File: src/rtl/fill_pkg.sv
// Shared types for the block fill timing controller.
// Assumes: nothing beyond IEEE 1800-2017 enumerations.
package fill_pkg;

    // Memory organization chosen at build time.
    typedef enum logic [1:0] {
        ORG_NARROW = 2'd0,
        ORG_WIDE   = 2'd1,
        ORG_BANKED = 2'd2
    } mem_org_e;

    // Phases of one fill.
    typedef enum logic [1:0] {
        ST_IDLE = 2'd0,
        ST_ADDR = 2'd1,
        ST_WAIT = 2'd2,
        ST_XFER = 2'd3
    } fill_state_e;

endpackage

File: src/rtl/fill_bank_store.sv
// Bank storage for the fill controller.
// The words of each block are spread over BANKS banks, with word w in bank
// w mod BANKS. The contents are loaded at reset with the pattern
// block*256 + word and are read-only afterwards.
// Every word of the addressed block is presented at once, one slice per lane.
// Assumes: WORDS is a multiple of BANKS.
module fill_bank_store #(
    parameter int WORDS  = 4,
    parameter int BANKS  = 4,
    parameter int BLOCKS = 16,
    parameter int BLK_W  = 4,
    parameter int DATA_W = 32
) (
    input  logic                      clk,
    input  logic                      rst_n,
    input  logic [BLK_W-1:0]          rd_blk,
    output logic [WORDS*DATA_W-1:0]   rd_data
);
    localparam int PER_BANK = WORDS / BANKS;
    localparam int ENTRIES  = BLOCKS * PER_BANK;

    // Flattened bank cells: bank b, entry e.
    logic [DATA_W-1:0] cells [BANKS][ENTRIES];

    for (genvar gb = 0; gb < BANKS; gb++) begin : g_bank
        // Load the fixed data pattern into this bank at reset.
        always_ff @(posedge clk) begin
            if (!rst_n) begin
                for (int e = 0; e < ENTRIES; e++) begin
                    cells[gb][e] <= DATA_W'((e / PER_BANK) * 256
                                            + (e % PER_BANK) * BANKS + gb);
                end
            end
        end
    end

    for (genvar gw = 0; gw < WORDS; gw++) begin : g_lane_rd
        localparam int BANK_OF = gw % BANKS;
        localparam int SLOT_OF = gw / BANKS;
        // Route word gw of the addressed block from its bank to its lane.
        always_comb begin
            rd_data[gw*DATA_W +: DATA_W] =
                cells[BANK_OF][int'(rd_blk) * PER_BANK + SLOT_OF];
        end
    end

endmodule

File: src/rtl/fill_sequencer.sv
// Phase sequencer for one block fill.
// A fill is one address cycle, an access wait of ACCESS_LAT cycles, and one
// or more transfer cycles. Which transfers are needed depends on ORG:
//   narrow - wait and transfer repeat for every word;
//   wide   - a single transfer carries the whole block;
//   banked - one wait, then one word per cycle.
// The sequencer also counts the cycles of the fill and latches the total.
// Assumes: ACCESS_LAT >= 1, and CNT_W is wide enough for the longest fill.
module fill_sequencer
    import fill_pkg::*;
#(
    parameter mem_org_e ORG        = ORG_NARROW,
    parameter int       WORDS      = 4,
    parameter int       ACCESS_LAT = 15,
    parameter int       BLK_W      = 4,
    parameter int       CNT_W      = 8,
    parameter int       WSEL_W     = 2
) (
    input  logic              clk,
    input  logic              rst_n,
    input  logic              req_valid,
    input  logic [BLK_W-1:0]  req_blk,
    output logic              req_ready,
    output logic [BLK_W-1:0]  cur_blk,
    output logic              xfer_active,
    output logic [WSEL_W-1:0] word_sel,
    output logic              fill_last,
    output logic [CNT_W-1:0]  last_cycles
);
    localparam int LAT_W = (ACCESS_LAT > 1) ? $clog2(ACCESS_LAT) : 1;
    localparam logic [LAT_W-1:0]  LAT_RELOAD = LAT_W'(ACCESS_LAT - 1);
    localparam logic [WSEL_W-1:0] WORD_TOP   = WSEL_W'(WORDS - 1);

    fill_state_e       state_q;
    logic [LAT_W-1:0]  lat_q;
    logic [WSEL_W-1:0] word_q;
    logic [CNT_W-1:0]  cyc_q;
    logic [CNT_W-1:0]  last_q;
    logic [BLK_W-1:0]  blk_q;
    logic              xfer_is_last;

    // Decide whether the current transfer is the final one of the fill.
    always_comb begin
        if (ORG == ORG_WIDE) begin
            xfer_is_last = 1'b1;
        end else begin
            xfer_is_last = (word_q == WORD_TOP);
        end
    end

    // Step through address, wait and transfer phases.
    always_ff @(posedge clk) begin
        if (!rst_n) begin
            state_q <= ST_IDLE;
            lat_q   <= '0;
            word_q  <= '0;
        end else begin
            case (state_q)
                ST_IDLE: begin
                    if (req_valid) begin
                        state_q <= ST_ADDR;
                        word_q  <= '0;
                    end
                end
                ST_ADDR: begin
                    state_q <= ST_WAIT;
                    lat_q   <= LAT_RELOAD;
                end
                ST_WAIT: begin
                    if (lat_q == '0) begin
                        state_q <= ST_XFER;
                    end else begin
                        lat_q <= lat_q - 1'b1;
                    end
                end
                ST_XFER: begin
                    if (xfer_is_last) begin
                        state_q <= ST_IDLE;
                    end else begin
                        word_q <= word_q + 1'b1;
                        if (ORG == ORG_NARROW) begin
                            state_q <= ST_WAIT;
                            lat_q   <= LAT_RELOAD;
                        end
                    end
                end
                default: state_q <= ST_IDLE;
            endcase
        end
    end

    // Capture the block number when a request is taken.
    always_ff @(posedge clk) begin
        if (!rst_n) begin
            blk_q <= '0;
        end else if (state_q == ST_IDLE && req_valid) begin
            blk_q <= req_blk;
        end
    end

    // Count the cycles of a fill; the address cycle counts as 1.
    always_ff @(posedge clk) begin
        if (!rst_n) begin
            cyc_q <= '0;
        end else if (state_q == ST_IDLE) begin
            cyc_q <= CNT_W'(1);
        end else begin
            cyc_q <= cyc_q + 1'b1;
        end
    end

    // Keep the length of the most recent completed fill.
    always_ff @(posedge clk) begin
        if (!rst_n) begin
            last_q <= '0;
        end else if (state_q == ST_XFER && xfer_is_last) begin
            last_q <= cyc_q;
        end
    end

    assign req_ready   = (state_q == ST_IDLE);
    assign cur_blk     = blk_q;
    assign xfer_active = (state_q == ST_XFER);
    assign word_sel    = word_q;
    assign fill_last   = (state_q == ST_XFER) && xfer_is_last;
    assign last_cycles = last_q;

endmodule

File: src/rtl/fill_lane_drive.sv
// Output lane formation for the fill controller.
// During a transfer cycle it raises every lane (wide organization) or only
// the lane of the current word, and passes data only on raised lanes.
// Assumes: rd_data holds every word of the current block, word w in slice w.
module fill_lane_drive
    import fill_pkg::*;
#(
    parameter mem_org_e ORG    = ORG_NARROW,
    parameter int       WORDS  = 4,
    parameter int       DATA_W = 32,
    parameter int       WSEL_W = 2
) (
    input  logic                    xfer_active,
    input  logic [WSEL_W-1:0]       word_sel,
    input  logic [WORDS*DATA_W-1:0] rd_data,
    output logic [WORDS-1:0]        lane_valid,
    output logic [WORDS*DATA_W-1:0] lane_data
);
    for (genvar gw = 0; gw < WORDS; gw++) begin : g_lane
        // Raise this lane when its word is being transferred.
        always_comb begin
            if (ORG == ORG_WIDE) begin
                lane_valid[gw] = xfer_active;
            end else begin
                lane_valid[gw] = xfer_active && (word_sel == WSEL_W'(gw));
            end
        end

        // Pass data only on a raised lane, zero otherwise.
        always_comb begin
            lane_data[gw*DATA_W +: DATA_W] =
                lane_valid[gw] ? rd_data[gw*DATA_W +: DATA_W] : '0;
        end
    end

endmodule

File: src/rtl/fill_timing_ctrl.sv
// Block fill timing controller: top level.
// When idle it takes a block number and runs the fill with the latency and
// overlap of the memory organization selected by ORG. It presents the words
// on per-word lanes, pulses fill_done on the final data cycle, and reports
// the length of the last fill.
// Assumes: the requester holds req_valid and req_blk stable while
// req_ready is 0, and expects data on exactly the transfer cycles.
module fill_timing_ctrl
    import fill_pkg::*;
#(
    parameter mem_org_e ORG        = ORG_NARROW,
    parameter int       WORDS      = 4,
    parameter int       BANKS      = 4,
    parameter int       BLOCKS     = 16,
    parameter int       BLK_W      = 4,
    parameter int       DATA_W     = 32,
    parameter int       ACCESS_LAT = 15,
    parameter int       CNT_W      = 8
) (
    input  logic                    clk,
    input  logic                    rst_n,
    input  logic                    req_valid,
    input  logic [BLK_W-1:0]        req_blk,
    output logic                    req_ready,
    output logic [WORDS-1:0]        lane_valid,
    output logic [WORDS*DATA_W-1:0] lane_data,
    output logic                    fill_done,
    output logic [CNT_W-1:0]        last_fill_cycles
);
    localparam int WSEL_W = (WORDS > 1) ? $clog2(WORDS) : 1;

    logic [BLK_W-1:0]        cur_blk;
    logic                    xfer_active;
    logic [WSEL_W-1:0]       word_sel;
    logic [WORDS*DATA_W-1:0] rd_data;

    fill_sequencer #(
        .ORG        (ORG),
        .WORDS      (WORDS),
        .ACCESS_LAT (ACCESS_LAT),
        .BLK_W      (BLK_W),
        .CNT_W      (CNT_W),
        .WSEL_W     (WSEL_W)
    ) u_seq (
        .clk         (clk),
        .rst_n       (rst_n),
        .req_valid   (req_valid),
        .req_blk     (req_blk),
        .req_ready   (req_ready),
        .cur_blk     (cur_blk),
        .xfer_active (xfer_active),
        .word_sel    (word_sel),
        .fill_last   (fill_done),
        .last_cycles (last_fill_cycles)
    );

    fill_bank_store #(
        .WORDS  (WORDS),
        .BANKS  (BANKS),
        .BLOCKS (BLOCKS),
        .BLK_W  (BLK_W),
        .DATA_W (DATA_W)
    ) u_store (
        .clk     (clk),
        .rst_n   (rst_n),
        .rd_blk  (cur_blk),
        .rd_data (rd_data)
    );

    fill_lane_drive #(
        .ORG    (ORG),
        .WORDS  (WORDS),
        .DATA_W (DATA_W),
        .WSEL_W (WSEL_W)
    ) u_lanes (
        .xfer_active (xfer_active),
        .word_sel    (word_sel),
        .rd_data     (rd_data),
        .lane_valid  (lane_valid),
        .lane_data   (lane_data)
    );

endmodule

File: config.mk
export PLATFORM = sky130hd
export DESIGN_NAME = fill_timing_ctrl
export DESIGN_NICKNAME = d
export VERILOG_FILES = /design/src/rtl/fill_pkg.sv /design/src/rtl/fill_bank_store.sv /design/src/rtl/fill_sequencer.sv /design/src/rtl/fill_lane_drive.sv /design/src/rtl/fill_timing_ctrl.sv
export SDC_FILE = /design/constraint.sdc
export NUM_CORES = 1
export LEC_CHECK = 0
export ABC_AREA = 1
export BUFFER_PORTS_ARGS = -buffer_cell sky130_fd_sc_hd__buf_2
export CAP_MARGIN = 10
export CORE_ASPECT_RATIO = 0.7
export CORE_MARGIN = 4
export CORE_UTILIZATION = 42
export DETAILED_ROUTE_END_ITERATION = 8
export GPL_ROUTABILITY_DRIVEN = 0
export MAX_ROUTING_LAYER = met4
export PLACE_DENSITY = 0.81
export SETUP_SLACK_MARGIN = 0.2
export SYNTH_ARGS = -nofsm -noshare
export SYNTH_HDL_FRONTEND = slang
export SYNTH_SLANG_ARGS = --single-unit
File: constraint.sdc
create_clock -name clk -period 1.41 [get_ports clk]
set_input_delay 0 -clock clk [delete_from_list [all_inputs] [get_ports clk]]
set_output_delay 0 -clock clk [all_outputs]
set_load 0.05 [all_outputs]
==> results.toml <==
[outcome]
run_status = "completed"

[critical_path]
worst_setup_path_end_kind = "primary output"
worstRegToRegCells = 7
worst_ep_required_time_ns = 1.41
crit_path_start_kind = "flip-flop"
signal_arrival_time_at_the_worst_endpoint_ns = 1.38
timing.critical_path.fanout_max = 5
timing_worst_setup_path_type = "flip-flop to primary output"

[min_path]
min_delay_path_depth = 3
min-delay-path-class = "primary input to flip-flop"

[layout]
finish.net_count = 349
area_growth_syn_to_layout_pct = 21.5
n_fill_cell = 444
leading_cell_types_in_the_layout_fill_and_taps_excluded = "sky130_fd_sc_hd__conb_1, sky130_fd_sc_hd__dfxtp_1, sky130_fd_sc_hd__nor2_1, sky130_fd_sc_hd__buf_6"
layout_commonest_cell = "sky130_fd_sc_hd__conb_1"
postLayoutCellArea_um2 = 2610
drive_above_1_share_pct = 36.2
utilization_pct = 53.7
number_of_antenna_cells_inserted = 0

[die]
die_height_um = 67.8
chipWidth_um = 93.5
pin_count = 149
die_area_um2 = 6340
total_number_of_placement_rows = 21
initial_utilization_pct = 44.2
floorplan.core_area_um2 = 4860

[routing]
drtIter0Drc = 41
via_per_inst = 3.93
route.final.wire_length_um = 4780
route.vias.total = 1585
routedWlPerCell_um = 11.9
remaining_drc_errors = 0
ant_nets = 0
dr.pass1.iters = 4

[clock_tree]
cts-root-buf = "sky130_fd_sc_hd__clkbuf_8"
clock_tree.buffer_depth = 2
tritoncts_clock_tree = "built"
cts_buffers = 3
tritoncts_num_sinks = 28
ctsHtreeMaxLevel = 1
clkSlewWorstSetupHoldPaths_ns = 0.09
insertion_delay_ns = 0.27

[yosys]
synth_sequential_area_ratio_pct = 26.1
syn_area_um2 = 2150
synthSimpleGateAreaFrac_pct = 16.7
synth-seq-cells = 28
synth-compound-area-share_pct = 7.69
postSynthAreaPerCell_um2 = 7.43
yosysUniqueCellTypes = 25
synthAdderAreaFrac_pct = 3.50
synthesized_instance_count = 289
ys_warn_count = 0
synthMuxAreaShare_pct = 0
synth_xor_xnor_area_share_pct = 1.22
synth_top_family_by_area = "buffers and inverters"

[sta]
fin_hold_ws_ns = 0.00462
report.final.hold_viol_count = 0
setup_viol_count_final = 0
slew_violations = 0
final_total_negative_setup_slack_ns = 0
fmax_mhz = 723
grt_setup_unrepaired = "true"
fin_worst_skew_ns = 0.00679
finalCritPeriodShare_pct = 98.1
finalCriticalPeriod_ns = 1.38

[power_and_ir_drop]
design_power_total_mw = 2.49
power.density_cell_area_nw_per_um2 = 955
leakagePower_nw = 1.25
peakVddDrop_v = 0.000344

[global_routing]
grt_pass1_wl_um = 6300
initial_antenna_violation_count = 0
grt_pass1_vias = 1282
largest_net_degree_at_the_start_of_global_routing = 16
globalRoute.totalOverflow = 0
grt_usage_pct = 13.0

[job]
cap_violations = 0

[placement]
dp_hpwl_um = 3200
placed_cell_area_um2 = 2060
port-buffer-count = 40
[power by group]
| group | internal (mW) | total (mW) | switching, mW | leakage (nW) |
|---|---|---|---|---|
| clock | 0.192 | 0.429 | 0.237 | 0.0216 |
| sequential | 0.849 | 0.902 | 0.0538 | 0.231 |
| combinational | 0.187 | 1.16 | 0.972 | 0.997 |
| total | 1.23 | 2.49 | 1.26 | 1.25 |
[worst paths after layout]
path | from | slack (ns) | endpoint
worst max-delay path | u_seq.word_sel[1] | 0.03 | lane_data[104]
worst min-delay path | req_blk[0] | 0.005 | u_seq.cur_blk[0]
worst max register to register | u_seq.word_sel[1] | 0.11 | u_seq.last_cycles[3]
worst min register to register | u_seq.cyc_q[0] | 0.49 | u_seq.cyc_q[0]
[cell usage after synthesis]
| library cell | number | share of area [%] |
|---|---|---|
| sky130_fd_sc_hd__inv_2 | 3 | 0.52 |
| sky130_fd_sc_hd__nand3_1 | 10 | 2.3 |
| sky130_fd_sc_hd__buf_1 | 1 | 0.17 |
| sky130_fd_sc_hd__conb_1 | 1 | 0.17 |
| sky130_fd_sc_hd__nor2_2 | 1 | 0.29 |
| sky130_fd_sc_hd__nor2_4 | 2 | 1.0 |
| sky130_fd_sc_hd__o21ai_0 | 9 | 2.1 |
| sky130_fd_sc_hd__xnor2_1 | 2 | 0.82 |
| sky130_fd_sc_hd__xor2_1 | 1 | 0.41 |
| sky130_fd_sc_hd__o21ai_2 | 1 | 0.41 |
| sky130_fd_sc_hd__clkinv_2 | 1 | 0.23 |
| sky130_fd_sc_hd__buf_4 | 113 | 40 |
| sky130_fd_sc_hd__dfxtp_1 | 28 | 26 |
| sky130_fd_sc_hd__inv_1 | 21 | 3.7 |
| sky130_fd_sc_hd__o21ai_1 | 7 | 1.6 |
| sky130_fd_sc_hd__ha_1 | 6 | 3.5 |
| sky130_fd_sc_hd__nand2_4 | 3 | 1.6 |
| sky130_fd_sc_hd__a21oi_1 | 14 | 3.3 |
| sky130_fd_sc_hd__nor2_1 | 42 | 7.3 |
| sky130_fd_sc_hd__nand4_1 | 1 | 0.29 |
| sky130_fd_sc_hd__a31oi_1 | 1 | 0.29 |
| sky130_fd_sc_hd__buf_6 | 1 | 0.52 |
| sky130_fd_sc_hd__nor3_1 | 1 | 0.23 |
| sky130_fd_sc_hd__nand2_2 | 2 | 0.58 |
| sky130_fd_sc_hd__nand2_1 | 17 | 3.0 |
[worst max-delay path, stage by stage (launching register included)]
cell,delay [ns]
sky130_fd_sc_hd__dfxtp_4,0.39
sky130_fd_sc_hd__ha_4,0.15
sky130_fd_sc_hd__inv_4,0.04
sky130_fd_sc_hd__nor2_4,0.15
sky130_fd_sc_hd__inv_6,0.08
sky130_fd_sc_hd__nor2_4,0.13
sky130_fd_sc_hd__buf_8,0.15
[logic make-up (layout without fill, tap and decap cells)]
logic type                 count (synthesis)  count (layout)
AOI/OAI and AO/OA                         32              32
adders and majority gates                  6               6
xor gates and xnor gates                   3               3
and+or+nand+nor                           79              79
other                                      1             108
DFF                                       28              28
buffers and inverters                    140              78
[repair_timing]
item / CTS / global route
gates resized for setup: 87 / 47
setup endpoints to repair: 36 / 49
hold buffers: 2 / 0
gates cloned: 0 / 0
setup buffers: 6 / 1
pin swaps: 7 / 7
hold endpoints to repair: 2 / 0
[sequential cells by signal (all words and copies together) (netlist names)]
signal and flops:
u_seq.lat_q 4, u_seq.cur_blk 4, u_seq.last_cycles 8, u_seq.state_q 2, u_seq.cyc_q 8, u_seq.word_sel 2
[per-layer routing]
layer	global-route usage, %	share of wire (%)	routed length, um
met1	14.1	36	1710
met2	25.1	58	2760
met3	2.75	6.2	295
met4	2.19	0.29	14
met5	-	0	0
[stage by stage]
stage / worst slack, ns / std cells
6_report: 0.0262 / 403
3_5_place_dp: 0.168 / 391
5_1_grt: -0.0379 / 403
2_1_floorplan: 0.166 / 396
3_3_place_gp: 0.206 / 391
4_1_cts: 0.0573 / 402
[final cells by class]
type | count | area, um2 | share of cell area, %
Multi-Input combinational cell | 228 | 1280 | 48.9
Sequential cell | 28 | 577 | 22.1
Timing Repair Buffer | 50 | 518 | 19.9
Inverter | 25 | 110 | 4.22
Tap cell | 69 | 86.3 | 3.31
Clock buffer | 3 | 41.3 | 1.58
(Power assumes the default switching activity.)
